--- src/rtl/burst_pkg.sv ---
package burst_pkg;
    typedef enum logic {
        ORD_INTERLEAVED = 1'b0,
        ORD_LINEAR      = 1'b1
    } burst_order_e;
endpackage

--- src/rtl/burst_beat_ctr.sv ---
module burst_beat_ctr #(
    parameter int BEAT_W = 2
) (
    input  logic              clk,
    input  logic              rst_n,
    input  logic              load_i,
    input  logic              step_i,
    output logic [BEAT_W-1:0] beat_o
);
    typedef struct packed {
        logic [BEAT_W-1:0] beat;
    } ctr_state_t;

    ctr_state_t st_d, st_q;

    always_comb begin
        st_d = st_q;
        if (load_i) begin
            st_d.beat = '0;
        end else if (step_i) begin
            st_d.beat = st_q.beat + 1'b1;
        end
    end

    always_ff @(posedge clk or negedge rst_n) begin
        if (!rst_n) begin
            st_q <= '0;
        end else begin
            st_q <= st_d;
        end
    end

    assign beat_o = st_q.beat;
endmodule

--- src/rtl/burst_order_map.sv ---
module burst_order_map
    import burst_pkg::*;
#(
    parameter int BEAT_W = 2
) (
    input  logic [BEAT_W-1:0] start_i,
    input  logic [BEAT_W-1:0] beat_i,
    input  burst_order_e      order_i,
    output logic [BEAT_W-1:0] low_o
);
    logic [BEAT_W-1:0] lin_low;
    logic [BEAT_W-1:0] ilv_low;

    assign lin_low = start_i + beat_i;

    for (genvar b = 0; b < BEAT_W; b++) begin : g_ilv_bit
        assign ilv_low[b] = start_i[b] ^ beat_i[b];
    end

    always_comb begin
        if (order_i == ORD_LINEAR) begin
            low_o = lin_low;
        end else begin
            low_o = ilv_low;
        end
    end
endmodule

--- src/rtl/burst_addr_gen.sv ---
module burst_addr_gen
    import burst_pkg::*;
#(
    parameter int ADDR_W = 20,
    parameter int BEAT_W = 2
) (
    input  logic              clk,
    input  logic              rst_n,
    input  logic              ld_a_i,
    input  logic              ld_b_i,
    input  logic              step_i,
    input  logic              order_lin_i,
    input  logic [ADDR_W-1:0] addr_i,
    output logic [ADDR_W-1:0] addr_o,
    output logic [BEAT_W-1:0] beat_o
);
    localparam int HI_W = ADDR_W - BEAT_W;

    typedef struct packed {
        logic [ADDR_W-1:0] base;
    } base_state_t;

    base_state_t  st_d, st_q;
    logic         load;
    logic [BEAT_W-1:0] beat;
    logic [BEAT_W-1:0] low;
    burst_order_e order;

    assign load  = ld_a_i | ld_b_i;
    assign order = burst_order_e'(order_lin_i);

    always_comb begin
        st_d = st_q;
        if (load) begin
            st_d.base = addr_i;
        end
    end

    always_ff @(posedge clk or negedge rst_n) begin
        if (!rst_n) begin
            st_q <= '0;
        end else begin
            st_q <= st_d;
        end
    end

    burst_beat_ctr #(.BEAT_W(BEAT_W)) u_ctr (
        .clk    (clk),
        .rst_n  (rst_n),
        .load_i (load),
        .step_i (step_i),
        .beat_o (beat)
    );

    burst_order_map #(.BEAT_W(BEAT_W)) u_map (
        .start_i (st_q.base[BEAT_W-1:0]),
        .beat_i  (beat),
        .order_i (order),
        .low_o   (low)
    );

    assign addr_o = {st_q.base[ADDR_W-1 -: HI_W], low};
    assign beat_o = beat;
endmodule

--- config.mk ---
export PLATFORM = sky130hd
export DESIGN_NAME = burst_addr_gen
export DESIGN_NICKNAME = d
export VERILOG_FILES = /design/src/rtl/burst_pkg.sv /design/src/rtl/burst_beat_ctr.sv /design/src/rtl/burst_order_map.sv /design/src/rtl/burst_addr_gen.sv
export SDC_FILE = /design/constraint.sdc
export NUM_CORES = 1
export LEC_CHECK = 0
export ABC_AREA = 1
export BUFFER_PORTS_ARGS = -buffer_cell sky130_fd_sc_hd__buf_2
export CAP_MARGIN = 20
export CORE_ASPECT_RATIO = 1.5
export CORE_MARGIN = 2
export CORE_UTILIZATION = 49
export CTS_CLUSTER_SIZE = 28
export DETAILED_ROUTE_END_ITERATION = 6
export GPL_TIMING_DRIVEN = 0
export PLACE_DENSITY = 0.89
export SLEW_MARGIN = 40
export SYNTH_ARGS = -nofsm -noshare
export SYNTH_HDL_FRONTEND = slang
export SYNTH_SLANG_ARGS = --single-unit
export TNS_END_PERCENT = 20
--- constraint.sdc ---
create_clock -name clk -period 2.7 [get_ports clk]
set_clock_uncertainty 0.05 [all_clocks]
set_input_delay 0.135 -clock clk [delete_from_list [all_inputs] [get_ports clk]]
set_output_delay 0.135 -clock clk [all_outputs]
set_load 0.02 [all_outputs]
==> results.md, run 1 <==
* Die Y-Extent at between 60 and 70 µm
* Fin crit share at a little under three fifths
* Detailed placement HPWL at roughly 1600 µm
* Critical Path Source Type: register
* Setup Crit Path Kind: reg2out
* Via Count at 980
* Crit-path slowest cell: dfrtp_1
* Clock power frac at 23.5%
* Data required, critical path at 2520 ps
* Peak VDD IR at 349 µV
* Io pins at 48
* Final std cells w/o fill at 218
* Count leader, synth: nand2_1
* TNS Setup at 0 ps
* Worst Setup End Kind: output pin
* Detailed Route Iter0 Violations at 19
* Final setup viols at 0
* H-tree levels at 1
* Top cell type by total area after synthesis: dfrtp_1
* Post-synthesis sequential area ratio at 52.1%
* Post-synthesis register bit count at 22
* Pin count of the biggest net entering global routing at 23
* Clock-pin slew on the worst setup and hold paths at 120 ps
* Post-route ant nets at 0
* CTS tree: built
* Cells after synthesis at 125
* Area of the multi-input gates at 308 µm²
* Power per standard cell area at 472 nW/µm²
* Full die area at 2550 µm²
* Critical Path, Cell by Cell: ha_1 > nand2_1 > inv_1 > nand3_1 > nand2_1 > inv_1 > buf_2
* Row Count at 20
* Layout area overhead at 47.2%
* Global-route wire length before repair at 3930 µm
* Postcts setup bufs at 0
* Most frequent cells after synthesis: nand2_1, dfrtp_1, buf_4
* # Max-Cap Violations at 0
* Filler Cells Inserted at 141
* Final #Nets at approximately 220
* Share of cells above drive strength 1 at 38.8%
* Syn_nets at 152
* Run status: completed
* DRT Pass-1 Iters at 4
* Yosys cell types at 13
* Clock sinks at 22
* Vias in the first global route at 969
* Switching share of power at a little over a quarter
* Critical path fanouts, max at 4
* CP bufs+invs at 3
* Syn_area_per_cell at ~8.5 µm²
* Fin. Hold Viols at 0
* Combinational power share at between 20% and 30%
* Slew HR at 68.8%
* Area contributors post-synth: dfrtp_1, nand2_1, buf_4
* Main synth FF type: dfrtp_1
* Ant. Diodes at 0
* Total Routing Usage GR at 20.3%
* Clk root buf: clkbuf_4
* Yosys warns at 0
* # DRC at 0
* Core area at 2030 µm²
* Initial Util at ~52%
* Post-Syn Area at 1060 µm²
* Congestion Overflow GR at 0
* Sequential cell area at 551 µm²
* Clk buf depth at 2
* Clock latency on the worst-skew pair at 290 ps
* Setup slack, reg-to-reg at around 1900 ps
* P_sw at 0.201 mW
* Fmax at 666 MHz
* Synth async-reset ratio at 100%
* Initial antenna violation count at 0
* Number of synthesized flops with an enable pin at 0
* CP delay by family, top: flip-flops
* Placed cells at roughly 190
* P_leak at 0.912 nW
* Final min period at 1500 ps
* CTS buffer count at 3
* IO buf count at 47
* Die Wd at 41.9 µm
* Sequential share of power at 50.4%
* Largest stage delay on the critical path at 420 ps
* P_int at 0.533 mW
* RSZ-0062 raised after global routing: no
* Slew @ Worst Pin at 468 ps
* CP arrival at 1320 ps
* Synth top area share at 52.1%
* Routed len/inst at 11.0 µm
* Number of vias per cell at 4.50
* Hold crit path type: in2reg
* Final Slew Violations at 0
* Routability cong. at between 0.7 and 0.8
* Total wire length at roughly 2400 µm
[metal layers]
layer	share of wire, %	vias up	track usage (%)	routed length, µm
met5	0	-	0	0
met4	0.67	0	6.91	16
met3	5.9	2	2.38	142
met2	56	35	39.7	1340
met1	37	445	22.6	892
li1	-	498	-	-
[what timing repair did]
action | 4_1_cts | 5_1_grt
hold buffers | 20 | 0
gates resized for setup | 0 | 0
hold endpoints to repair | 41 | 0
[power by group through the flow]
| stage | Combinational (mW) | Sequential [mW] | Clock, mW |
|---|---|---|---|
| final | 0.192 | 0.370 | 0.172 |
| after global routing | 0.209 | 0.373 | 0.192 |
| after CTS | 0.192 | 0.370 | 0.176 |
| after detailed placement | 0.170 | 0.376 | 0 |
| after global placement | 0.164 | 0.375 | 0 |
| after floorplan | 0.111 | 0.374 | 0 |
[worst register-to-register path, cell delays in order, from the launching register on]
cell     delay (ps)
dfrtp_1         420
inv_1            90
o21ai_1         140
nor2_1           50
[per-stage QoR]
step | hold slack, ps | instance area [µm²] | total power, mW | utilization [%] | setup slack, ps
3_5_place_dp | 64.8 | 1320 | 0.546 | 65.1 | 1530
3_3_place_gp | 58.2 | 1320 | 0.539 | 65.1 | 1530
6_report | 2.31 | 1560 | 0.734 | 76.8 | 1200
2_1_floorplan | -211 | 1060 | 0.485 | - | 1500
5_1_grt | 8.34 | 1560 | 0.775 | 76.8 | 1090
4_1_cts | 0.932 | 1560 | 0.738 | 76.8 | 1180
[cell usage in the layout, fill, tap and decap left out]
cell | synthesis | final
dfrtp_1 | 22 | 22
nor2_1 | 3 | 3
buf_6 | 3 | 3
clkbuf_8 | 0 | 1
inv_1 | 5 | 5
o21ai_0 | 1 | 1
clkbuf_4 | 0 | 3
ha_1 | 1 | 1
nand3_1 | 2 | 2
o21ai_2 | 1 | 1
dlygate4sd3_1 | 0 | 20
o21ai_1 | 1 | 1
buf_2 | 0 | 47
nand2_1 | 65 | 65
buf_4 | 19 | 19
inv_2 | 1 | 1
nor2_4 | 1 | 1
[path summary, 6_finish.rpt]
| check | startpoint | endpoint | cells past startpoint |
|---|---|---|---|
| min in group asynchronous | rst_n | st_q[13] | 2 |
| max reg2reg | u_ctr.beat_o[1] | u_ctr.beat_o[1] | 3 |
| max | u_ctr.beat_o[0] | addr_o[1] | 7 |
| min | addr_i[9] | st_q[9] | 3 |
| max in group asynchronous | rst_n | st_q[4] | 2 |
| min reg2reg | st_q[15] | st_q[15] | 2 |
[layout make-up]
type                       instances  share of cell area [%]
buffer                            22                    11.3
multi-input combinational         75                    19.8
tap                               22                    1.77
clock buffer                       4                    2.33
timing repair buffer              67                    28.0
inverter                           6                    1.45
sequential                        22                    35.4
[logic make-up (layout without fill, tap and decap cells)]
logic type | count (synthesis) | count (layout) | share of synthesized area (%)
DFF | 22 | 22 | 52.1
buffers and inverters | 28 | 99 | 18.8
adders and majority gates | 1 | 1 | 1.18
AOI/OAI and AO/OA | 3 | 3 | 1.77
and+or+nand+nor | 71 | 71 | 26.2
[sequential cells by signal, summed over array words and instances (netlist names)]
signal,count
st_q,20
u_ctr.beat_o,2
No activity file was read; power rests on OpenSTA's default activity.
==> inputs of run 2 (changes only) <==
Settings changed: CORE_UTILIZATION 49 to 45, PLACE_DENSITY 0.89 to 0.83.
Clock period 2.7 ns to 1.4 ns, I/O delays scaled along.
==> run 2 against run 1 <==
The flow now finishes with violations (negative setup slack). Sequential power is 93% higher. Die area increased by 8.2%. Clock power up 110%. Wire length is 11% higher. Critical path type unchanged.
==> results.md, run 2 (synthesized netlist as in run 1, its figures left out) <==
* Run status: complete, but fails checks (was completed)
* Failing checks: negative setup slack
* Commonest non-fill, non-tap cell in the layout: nand2_1 (unchanged)
* Clock sinks at 22 (unchanged)
* Post-route ant nets at 0 (unchanged)
* Detailed Route Iter0 Violations at 17 (was 19)
* CTS buffer count at 3 (unchanged)
* Clock-pin slew on the worst setup and hold paths at 120 ps (about the same)
* Largest register FFs at 20 (unchanged)
* Slew HR at 67.4% (was 68.8%)
* Initial Util at 47.3% (was 52.2%)
* Full die area at 2760 µm² (was 2550 µm²)
* Number of vias per cell at 4.58 (was 4.50)
* Total power at 1.47 mW (was 0.734 mW)
* Fin. Hold Viols at 0 (unchanged)
* Die Wd at 43.6 µm (was 41.9 µm)
* Worst Setup End Kind: output pin (unchanged)
* Congestion Overflow GR at 0 (unchanged)
* Placed cells at 195 (was 194)
* Layout area overhead at 54.8% (was 47.2%)
* DRT Pass-1 Iters at 4 (unchanged)
* Pin count of the biggest net entering global routing at 23 (unchanged)
* Die Y-Extent at 63.4 µm (was 60.9 µm)
* Final min period at 1410 ps
* Setup Crit Path Kind: reg2out (unchanged)
* Io pins at 48 (unchanged)
* RSZ-0062 raised after global routing: yes (was no)
* Final setup viols at 1 (was 0)
* Final Slew Violations at 0 (unchanged)
* Sequential cell area at 551 µm² (unchanged)
* P_sw at 0.425 mW (was 0.201 mW)
* # Max-Cap Violations at 0 (unchanged)
* Ant. Diodes at 0 (unchanged)
* P_leak at 0.940 nW (was 0.912 nW)
* CP bufs+invs at 2 (was 3)
* Filler Cells Inserted at 171 (was 141)
* Sequential share of power at 48.5% (was 50.4%)
* P_int at 1.05 mW (was 0.533 mW)
* Clk buf depth at 2 (unchanged)
* Area of the multi-input gates at 325 µm² (was 308 µm²)
* Switching share of power at 28.9% (was 27.4%)
* CP delay by family, top: flip-flops (unchanged)
* Final #Nets at 230 (was 224)
* Clock latency on the worst-skew pair at 310 ps (was 290 ps)
* Via Count at 1030 (was 980)
* CP arrival at 1290 ps (was 1320 ps)
* Register with the highest flop count: st_q (unchanged)
* Hold crit path type: in2async (was in2reg)
* Initial antenna violation count at 0 (unchanged)
* Critical Path, Cell by Cell: ha_2 > nand2_2 > nand3_2 > nand2_2 > inv_2 > buf_6 (was ha_1 > nand2_1 > inv_1 > nand3_1 > nand2_1 > inv_1 > buf_2)
* Routed len/inst at 11.8 µm (was 11.0 µm)
* Most frequent cells in the layout: nand2_1, buf_2, dlygate4sd3_1 (was nand2_1, buf_2, dfrtp_1)
* Clk root buf: clkbuf_4 (unchanged)
* Row Count at 21 (was 20)
* Slew @ Worst Pin at 489 ps (was 468 ps)
* Final Worst Setup Slack at -8.90 ps (was 1200 ps)
* Final std cells w/o fill at 225 (was 218)
* Clock power frac at 24.4% (was 23.5%)
* Total Routing Usage GR at 20.5% (was 20.3%)
* Share of cells above drive strength 1 at 42.1% (was 38.8%)
* Total wire length at 2660 µm (was 2390 µm)
* Crit-path slowest cell: dfrtp_1 (unchanged)
* IO buf count at 47 (unchanged)
* # DRC at 0 (unchanged)
* H-tree levels at 1 (unchanged)
* Vias in the first global route at 1043 (was 969)
* Power per standard cell area at 898 nW/µm² (was 472 nW/µm²)
* TNS Setup at -8.90 ps (was 0 ps)
* Critical path fanouts, max at 2 (was 4)
* Largest stage delay on the critical path at 410 ps (was 420 ps)
* Combinational power share at 27.0% (was 26.2%)
* Top cell by count, worst path: nand2_2
* CTS tree: built (unchanged)
* Detailed placement HPWL at 1630 µm (was 1620 µm)
* Peak VDD IR at 611 µV (was 349 µV)
* Core area at 2230 µm² (was 2030 µm²)
* Routability cong. at 0.728 (was 0.767)
* Critical Path Source Type: register (unchanged)
* Global-route wire length before repair at 4260 µm (was 3930 µm)
* Fin crit share at 101%
* Fmax at 710 MHz
* Data required, critical path at 1280 ps (was 2520 ps)
-- run 2: changes by cell type in the layout (fill, tap and decap cells not counted), sizes merged --
cell	delta
dlygate4sd3	+4
buf	+2
-- run 2: final timing paths --
check,start,to,slack [ps],cells after the start
max,st_q[0],addr_o[1],-9,6
min,rst_n,st_q[8],190,2
max reg2reg,u_ctr.beat_o[0],u_ctr.beat_o[1],400,5
min reg2reg,st_q[16],st_q[16],450,2
max in group asynchronous,rst_n,st_q[7],780,2
min in group clk,addr_i[0],st_q[0],430,4
-- run 2: worst register-to-register path, delay by kind of cell, from the launching register on --
| kind | cells | cell delay (ps) |
|---|---|---|
| simple gates | 3 | 250 |
| flops | 1 | 400 |
| buf+inv | 2 | 200 |
-- run 2: timing repair --
action / CTS / global route
pin swaps: 4 / 3
gates resized for setup: 9 / 0
cloned: 0 / 0
setup endpoints to repair: 1 / 1
endpoints found under the hold margin: 43 / 0
setup buffers: 1 / 1
hold buffers: 24 / 0
-- run 2: final cells by class --
class / count / area share [%]
sequential: 22 / 33.6
timing repair buffer: 73 / 30.4
multi-input combinational: 75 / 19.9
buffer: 22 / 10.8
clock buffer: 4 / 2.22
tap: 23 / 1.76
inverter: 6 / 1.38
-- run 2: routing by layer --
layer	wire, µm	track usage (%)	part of all wire, %
met1	1040	21.8	39
met2	1470	38.2	55
met3	93	2.01	3.5
met5	0	0	0
met4	55	9.47	2.1
-- run 2: power by group through the flow --
stage | Clock (mW) | Combinational [mW] | Sequential [mW]
2_1_floorplan | 0 | 0.214 | 0.721
3_3_place_gp | 0 | 0.317 | 0.722
3_5_place_dp | 0 | 0.326 | 0.727
4_1_cts | 0.365 | 0.390 | 0.714
5_1_grt | 0.389 | 0.432 | 0.722
6_report | 0.359 | 0.397 | 0.714
-- run 2: stage by stage --
step / util (%) / setup slack [ps] / area (µm²) / hold WS (ps)
3_3_place_gp: 59.2 / 296 / 1320 / -3.29
5_1_grt: 73.3 / -69.2 / 1640 / 220
2_1_floorplan: - / 260 / 1060 / -276
4_1_cts: 72.9 / -27.9 / 1630 / 193
3_5_place_dp: 59.2 / 238 / 1320 / 5.92
6_report: 73.3 / -8.90 / 1640 / 193
